===== src/rtl/jtag_tap.sv =====
module jtag_tap #(
  parameter logic [31:0] ID_VALUE = 32'h4C7A_1E36
) (
  input  logic trst_n,
  input  logic tck,
  input  logic tms,
  input  logic tdi,
  output logic tdo,
  output logic tdo_oe,
  input  logic bsr_tdo,
  output logic bsr_sel,
  output logic bsr_capture,
  output logic bsr_shift,
  output logic bsr_update,
  output logic bsr_drive,
  output logic hiz_ctl,
  output logic clamp_ctl
);
  localparam int IR_W = 3;
  localparam int ID_W = 32;
  localparam logic [IR_W-1:0] OP_EXTEST = 3'b000;
  localparam logic [IR_W-1:0] OP_HIGHZ  = 3'b010;
  localparam logic [IR_W-1:0] OP_CLAMP  = 3'b011;
  localparam logic [IR_W-1:0] OP_SAMPLE = 3'b100;
  localparam logic [IR_W-1:0] OP_IDCODE = 3'b110;
  localparam logic [IR_W-1:0] IR_CAPT   = 3'b001;

  typedef enum logic [3:0] {
    TLR, RTI, SEL_DR, CAP_DR, SH_DR, EX1_DR, PAU_DR, EX2_DR, UPD_DR,
    SEL_IR, CAP_IR, SH_IR, EX1_IR, PAU_IR, EX2_IR, UPD_IR
  } tap_st_e;

  tap_st_e st, nxt;
  logic [IR_W-1:0] ir, ir_sr;
  logic [ID_W-1:0] id_sr;
  logic byp, sel_id, dr_bit, so_bit;

  always_comb begin
    case (st)
      TLR:     nxt = tms ? TLR    : RTI;
      RTI:     nxt = tms ? SEL_DR : RTI;
      SEL_DR:  nxt = tms ? SEL_IR : CAP_DR;
      CAP_DR:  nxt = tms ? EX1_DR : SH_DR;
      SH_DR:   nxt = tms ? EX1_DR : SH_DR;
      EX1_DR:  nxt = tms ? UPD_DR : PAU_DR;
      PAU_DR:  nxt = tms ? EX2_DR : PAU_DR;
      EX2_DR:  nxt = tms ? UPD_DR : SH_DR;
      UPD_DR:  nxt = tms ? SEL_DR : RTI;
      SEL_IR:  nxt = tms ? TLR    : CAP_IR;
      CAP_IR:  nxt = tms ? EX1_IR : SH_IR;
      SH_IR:   nxt = tms ? EX1_IR : SH_IR;
      EX1_IR:  nxt = tms ? UPD_IR : PAU_IR;
      PAU_IR:  nxt = tms ? EX2_IR : PAU_IR;
      EX2_IR:  nxt = tms ? UPD_IR : SH_IR;
      default: nxt = tms ? SEL_DR : RTI;
    endcase
  end

  always_ff @(posedge tck or negedge trst_n)
    if (!trst_n) st <= TLR;
    else         st <= nxt;

  always_ff @(posedge tck or negedge trst_n)
    if (!trst_n)          ir_sr <= '0;
    else if (st == CAP_IR) ir_sr <= IR_CAPT;
    else if (st == SH_IR)  ir_sr <= {tdi, ir_sr[IR_W-1:1]};

  always_ff @(posedge tck or negedge trst_n)
    if (!trst_n)          byp <= 1'b0;
    else if (st == CAP_DR) byp <= 1'b0;
    else if (st == SH_DR)  byp <= tdi;

  always_ff @(posedge tck or negedge trst_n)
    if (!trst_n)                     id_sr <= '0;
    else if (st == CAP_DR && sel_id) id_sr <= ID_VALUE | 32'd1;
    else if (st == SH_DR && sel_id)  id_sr <= {tdi, id_sr[ID_W-1:1]};

  always_ff @(negedge tck or negedge trst_n)
    if (!trst_n)           ir <= OP_IDCODE;
    else if (st == TLR)    ir <= OP_IDCODE;
    else if (st == UPD_IR) ir <= ir_sr;

  assign sel_id    = (ir == OP_IDCODE);
  assign bsr_sel   = (ir == OP_EXTEST) || (ir == OP_SAMPLE);
  assign bsr_drive = (ir == OP_EXTEST) || (ir == OP_CLAMP);
  assign hiz_ctl   = (ir == OP_HIGHZ);
  assign clamp_ctl = (ir == OP_CLAMP);

  assign bsr_capture = bsr_sel && (st == CAP_DR);
  assign bsr_shift   = bsr_sel && (st == SH_DR);
  assign bsr_update  = bsr_sel && (st == UPD_DR);

  assign dr_bit = sel_id ? id_sr[0] : (bsr_sel ? bsr_tdo : byp);
  assign so_bit = (st == SH_IR) ? ir_sr[0] : dr_bit;

  always_ff @(negedge tck or negedge trst_n)
    if (!trst_n) begin
      tdo    <= 1'b0;
      tdo_oe <= 1'b0;
    end else begin
      tdo    <= so_bit;
      tdo_oe <= (st == SH_DR) || (st == SH_IR);
    end


  tms_reset_chk: assert property (@(posedge tck) disable iff (!trst_n)
    ($past(tms,1) && $past(tms,2) && $past(tms,3) && $past(tms,4) && $past(tms,5)) |-> st == TLR);


  ir_capture_chk: assert property (@(posedge tck) disable iff (!trst_n)
    st == CAP_IR |=> ir_sr == IR_CAPT);


  bypass_zero_chk: assert property (@(posedge tck) disable iff (!trst_n)
    st == CAP_DR |=> byp == 1'b0);


  oe_in_shift_chk: assert property (@(posedge tck) disable iff (!trst_n)
    tdo_oe |-> (st == SH_DR || st == SH_IR));


  bsr_shift_oe_chk: assert property (@(posedge tck) disable iff (!trst_n)
    bsr_shift |-> tdo_oe);


  ir_hold_idle_chk: assert property (@(posedge tck) disable iff (!trst_n)
    (st == RTI && $past(st) == RTI) |-> $stable(ir));
endmodule


===== config.mk =====
export PLATFORM = sky130hd
export DESIGN_NAME = jtag_tap
export DESIGN_NICKNAME = d
export VERILOG_FILES = /design/src/rtl/jtag_tap.sv
export SDC_FILE = /design/constraint.sdc
export NUM_CORES = 1
export LEC_CHECK = 0
export ABC_CLOCK_PERIOD_IN_PS = 1850
export BUFFER_PORTS_ARGS = -buffer_cell sky130_fd_sc_hd__buf_2
export CAP_MARGIN = 0
export CORE_AREA = 5 5 85 87
export CTS_CLUSTER_DIAMETER = 60
export DETAILED_ROUTE_END_ITERATION = 7
export DIE_AREA = 0 0 90 92
export HOLD_SLACK_MARGIN = 0.03
export PLACE_DENSITY = 0.56
export SLEW_MARGIN = 25
export SYNTH_ARGS = -nofsm -noshare
export SYNTH_HDL_FRONTEND = slang
export SYNTH_SLANG_ARGS = --single-unit

===== constraint.sdc =====
create_clock -name tck -period 1.85 [get_ports tck]
set_clock_uncertainty 0.05 [all_clocks]
set_input_delay 0.0925 -clock tck [delete_from_list [all_inputs] [get_ports tck]]
set_output_delay 0.0925 -clock tck [all_outputs]
set_load 0.05 [all_outputs]

==> Yosys cells after proc, flatten, opt, wreduce, memory -nomap -nowiden <==
Cells that the tools add are included.
{ "op_classes": {"eq_ne": 18, "mux": 24, "n_reduce_logical": 16} }
{ "op_table": {"columns": ["op", "n"], "rows": [
  ["32-bit two-way mux", 2],
  ["4-bit case mux with 11 select lines", 1],
  ["4-bit == test, second input constant", 8],
  ["3-bit two-way mux", 6],
  ["4-bit by 3-bit == test with 1-bit output, second input constant", 4],
  ["4-bit two-way mux", 4],
  ["4-bit by 2-bit == test with 1-bit output, second input constant", 2],
  ["1-bit two-way mux", 8],
  ["2-bit nonzero test", 4],
  ["3-bit by 2-bit == test with 1-bit output, second input constant", 2],
  ["3-bit == test, second input constant", 2],
  ["2-bit two-way mux", 3],
  ["1-bit logical AND", 5],
  ["4-bit logical NOT", 1],
  ["2-bit OR reduction", 2],
  ["3-bit logical NOT", 1],
  ["1-bit logical OR", 3]
]} }
{ "word_totals": {"ff_bits": 45, "in_bits": 5, "out_inout_bits": 9, "wordCells": 65} }

==> Logic depth before layout (Yosys ltp) <==
{ "depth": {"word_depth": 5, "depth_mapped": 7, "depth_no_buf": 4} }

==> impl_metrics.ini <==
[logic_synthesis]
synth.most_common_cell = nand2_1
yosys_register_bits = 45
ys_top_cells_by_count = nand2_1, dfrtp_1, o21ai_0
synth_edf_count = 0
ys_seq_area_frac = 0.5220
synth_area_sq_um = 2162
yosysUniqueCellTypes = 35
ys_top_cells_by_area = dfrtp_1, nand2_1, o21ai_0
synthArstFlopShare = 1.000
synth_top_area_cell = dfrtp_1
syn_inst = 241
ys.warnings.count = 0
synth_top_area_frac = 0.4630
synth.avg_cell_area_sq_um = 8.971
syn_nets = 246
ys.flop_type = dfrtp_1

[grt]
grt_max_degree = 30
grt_util_all_layers = 0.1360
grt_pass1_vias = 1877
antenna_found_initial = 0
grt-ovfl-total = 0
grt_pass1_wl_mm = 9.197

[route]
postRouteAntennaNets = 0
wirelength_mm = 5.639
route.vias.total = 1893
vias_per_cell = 4.930
drt_pass1_iterations = 4
route.detailed.drc = 0
wl_per_cell_um = 14.68
drt-initial-drc-count = 37

[die]
pin_count = 14
die_area_sq_um = 8280
design.core.area_sq_um = 6277
die_y_um = 92
start_util = 0.3444
row_count = 29
chipWidth_um = 90

[cts]
htree_num_levels = 2
clock_latency_ns = 0.35
cts_tree = done
numCtsBuffers = 5
clockRootBuffer = clkbuf_8
clockBufferDepth = 2
clk_pin_slew_ns = 0.08
clock-sinks = 45

[power_and_ir_drop]
comb_power_share = 0.619
power_density_nw_per_um2 = 1904
p_leak_uw = 0.001517
p_int_uw = 3840
ir_drop_v = 0.001037
switching_share = 0.4033
p_clk_frac = 0.110
seq_power_share = 0.271
p_sw_uw = 2595

[setup_path]
arrival_ns = 2.48
path_max_fanout = 4
worstSetupEndpointType = primary output
r2r_start = ir[1]
critPathRequiredTime_ns = 1.71
startpoint_type = flop
critPathKind = flop to primary output
reg2reg_slack_ns = -0.70
reg2reg_to = id_sr[31]
reg2reg_depth = 8

[min_path]
hold_depth = 3
hold_start = tms
whs_endpoint = st[1]
hold_class = input pin to flop

[sta]
finalMaxSlewViolations = 0
finalSetupViolCount = 46
rsz0062_at_grt = true
tightest_slew_ns = 0.3661
setup_ws_ns = -0.7720
maxSlewHeadroom = 0.7559
hold_viol_final = 0

[finish]
areaGrowthSynthToFinish_pct = 56.31
fin_area_sq_um = 3379
diodes = 0
post_route_cells_drive_above_1_share = 0.5081
finalNetCount = 311

[placement]
place_area_sq_um = 2536
place_ws_ns = -0.4664
gp_congestion = 0.7192
numPortBuffers = 13
dp.final_hpwl_mm = 3.112

[status]
failed_checks = setup timing
outcome = finished, violations left

[job]
max_cap_viol_count = 0
## what timing repair did
item / CTS / global route
endpoints found under the hold margin: 42 / 0
setup endpoints to repair: 46 / 47
buffers inserted: 20 / 8
pin swaps: 5 / 15
cloned: 5 / 1
resized for setup: 52 / 59
hold buffers: 2 / 0
## critical path: stages, from the launching register on
cell        delay (ns)
dfstp_2           0.53
buf_6             0.10
or2_4             0.16
clkinvlp_4        0.11
and2_4            0.15
buf_8             0.14
## stage by stage
stage	power [uW]	instances	hold WS, ns	TNS, ns	util
after floorplan	3492	241	-0.2531	-15.77	-
after global placement	3996	343	0.2037	-15.65	0.4040
after detailed placement	4037	343	0.1870	-16.24	0.4040
after CTS	5973	379	0.1186	-26.80	0.5051
after global routing	6852	384	0.1542	-29.25	0.5384
final	6435	384	0.1316	-27.20	0.5384
## power groups by stage
stage,Clock (uW),Combinational [uW],Sequential (uW)
after detailed placement,10.2,2380,1650
after CTS,739,3560,1670
final,711,3980,1740
after global routing,776,4290,1780
after floorplan,10.2,1820,1670
after global placement,10.2,2350,1640
## state kept, by name, summed over array words and instances (netlist names)
name and count:
tdo_oe 1, st 4, byp 1, ir 3, tdo 1, id_sr 32, ir_sr 3
## routing by layer
metal | share of wire | GRT usage
met1 | 0.44 | 0.1744
met2 | 0.51 | 0.2207
met3 | 0.022 | 0.02864
met4 | 0.021 | 0.06203
met5 | 0 | 0
## cells by family (layout without fill, tap and decap cells)
family          count (synthesis)  count (layout)  share of synthesized area
simple gates                  111             111                     0.2263
compound gates                 60              60                     0.1719
flops                          45              45                     0.5220
buf+inv                        24              90                    0.07582
xor+xnor                        1               1                   0.004052
## cell type report
class | count | area [sq um]
repair buffers | 74 | 808.3
clock inverters | 3 | 15.01
multi-input cells | 172 | 1205
fillers | 550 | 2898
well taps | 77 | 96.34
inverters | 6 | 26.28
clock buffers | 7 | 97.59
flip-flops and latches | 45 | 1131
## worst max-delay path by stage
| stage | startpoint | to | slack, ns | cells after the start |
|---|---|---|---|---|
| 6_report | ir[1] | bsr_shift | -0.77 | 5 |
| 5_1_grt | ir[1] | bsr_shift | -0.82 | 5 |
| 4_1_cts | ir[1] | bsr_shift | -0.74 | 5 |
| 3_5_place_dp | ir[1] | bsr_shift | -0.47 | 5 |
| 3_3_place_gp | ir[1] | bsr_shift | -0.47 | 5 |
| 2_1_floorplan | ir[1] | bsr_shift | -0.48 | 3 |
## cells in the final DEF, fill, tap and decap left out, drive strengths merged
master,synthesis,routed
o21bai,1,1
nor3,3,3
nor2,26,26
nor4,1,1
clkbuf,5,9
and2,1,1
a222oi,1,1
o221ai,1,1
or3,1,1
o31ai,1,1
nand2b,4,4
nand3b,2,2
xnor2,1,1
nand2,64,64
o22ai,2,2
buf,12,70
dfrtn,3,3
dfstp,2,2
and3,2,2
a22oi,2,2
nor4b,1,1
o211ai,1,1
nand3,2,2
o32ai,1,1
clkinvlp,0,2
o21a,1,1
inv,7,7
dlygate4sd3,0,2
o21ai,39,39
a21oi,10,10
and4bb,1,1
dfrtp,40,40
or2,2,2
nor2b,1,1
(Power assumes the default switching activity.)
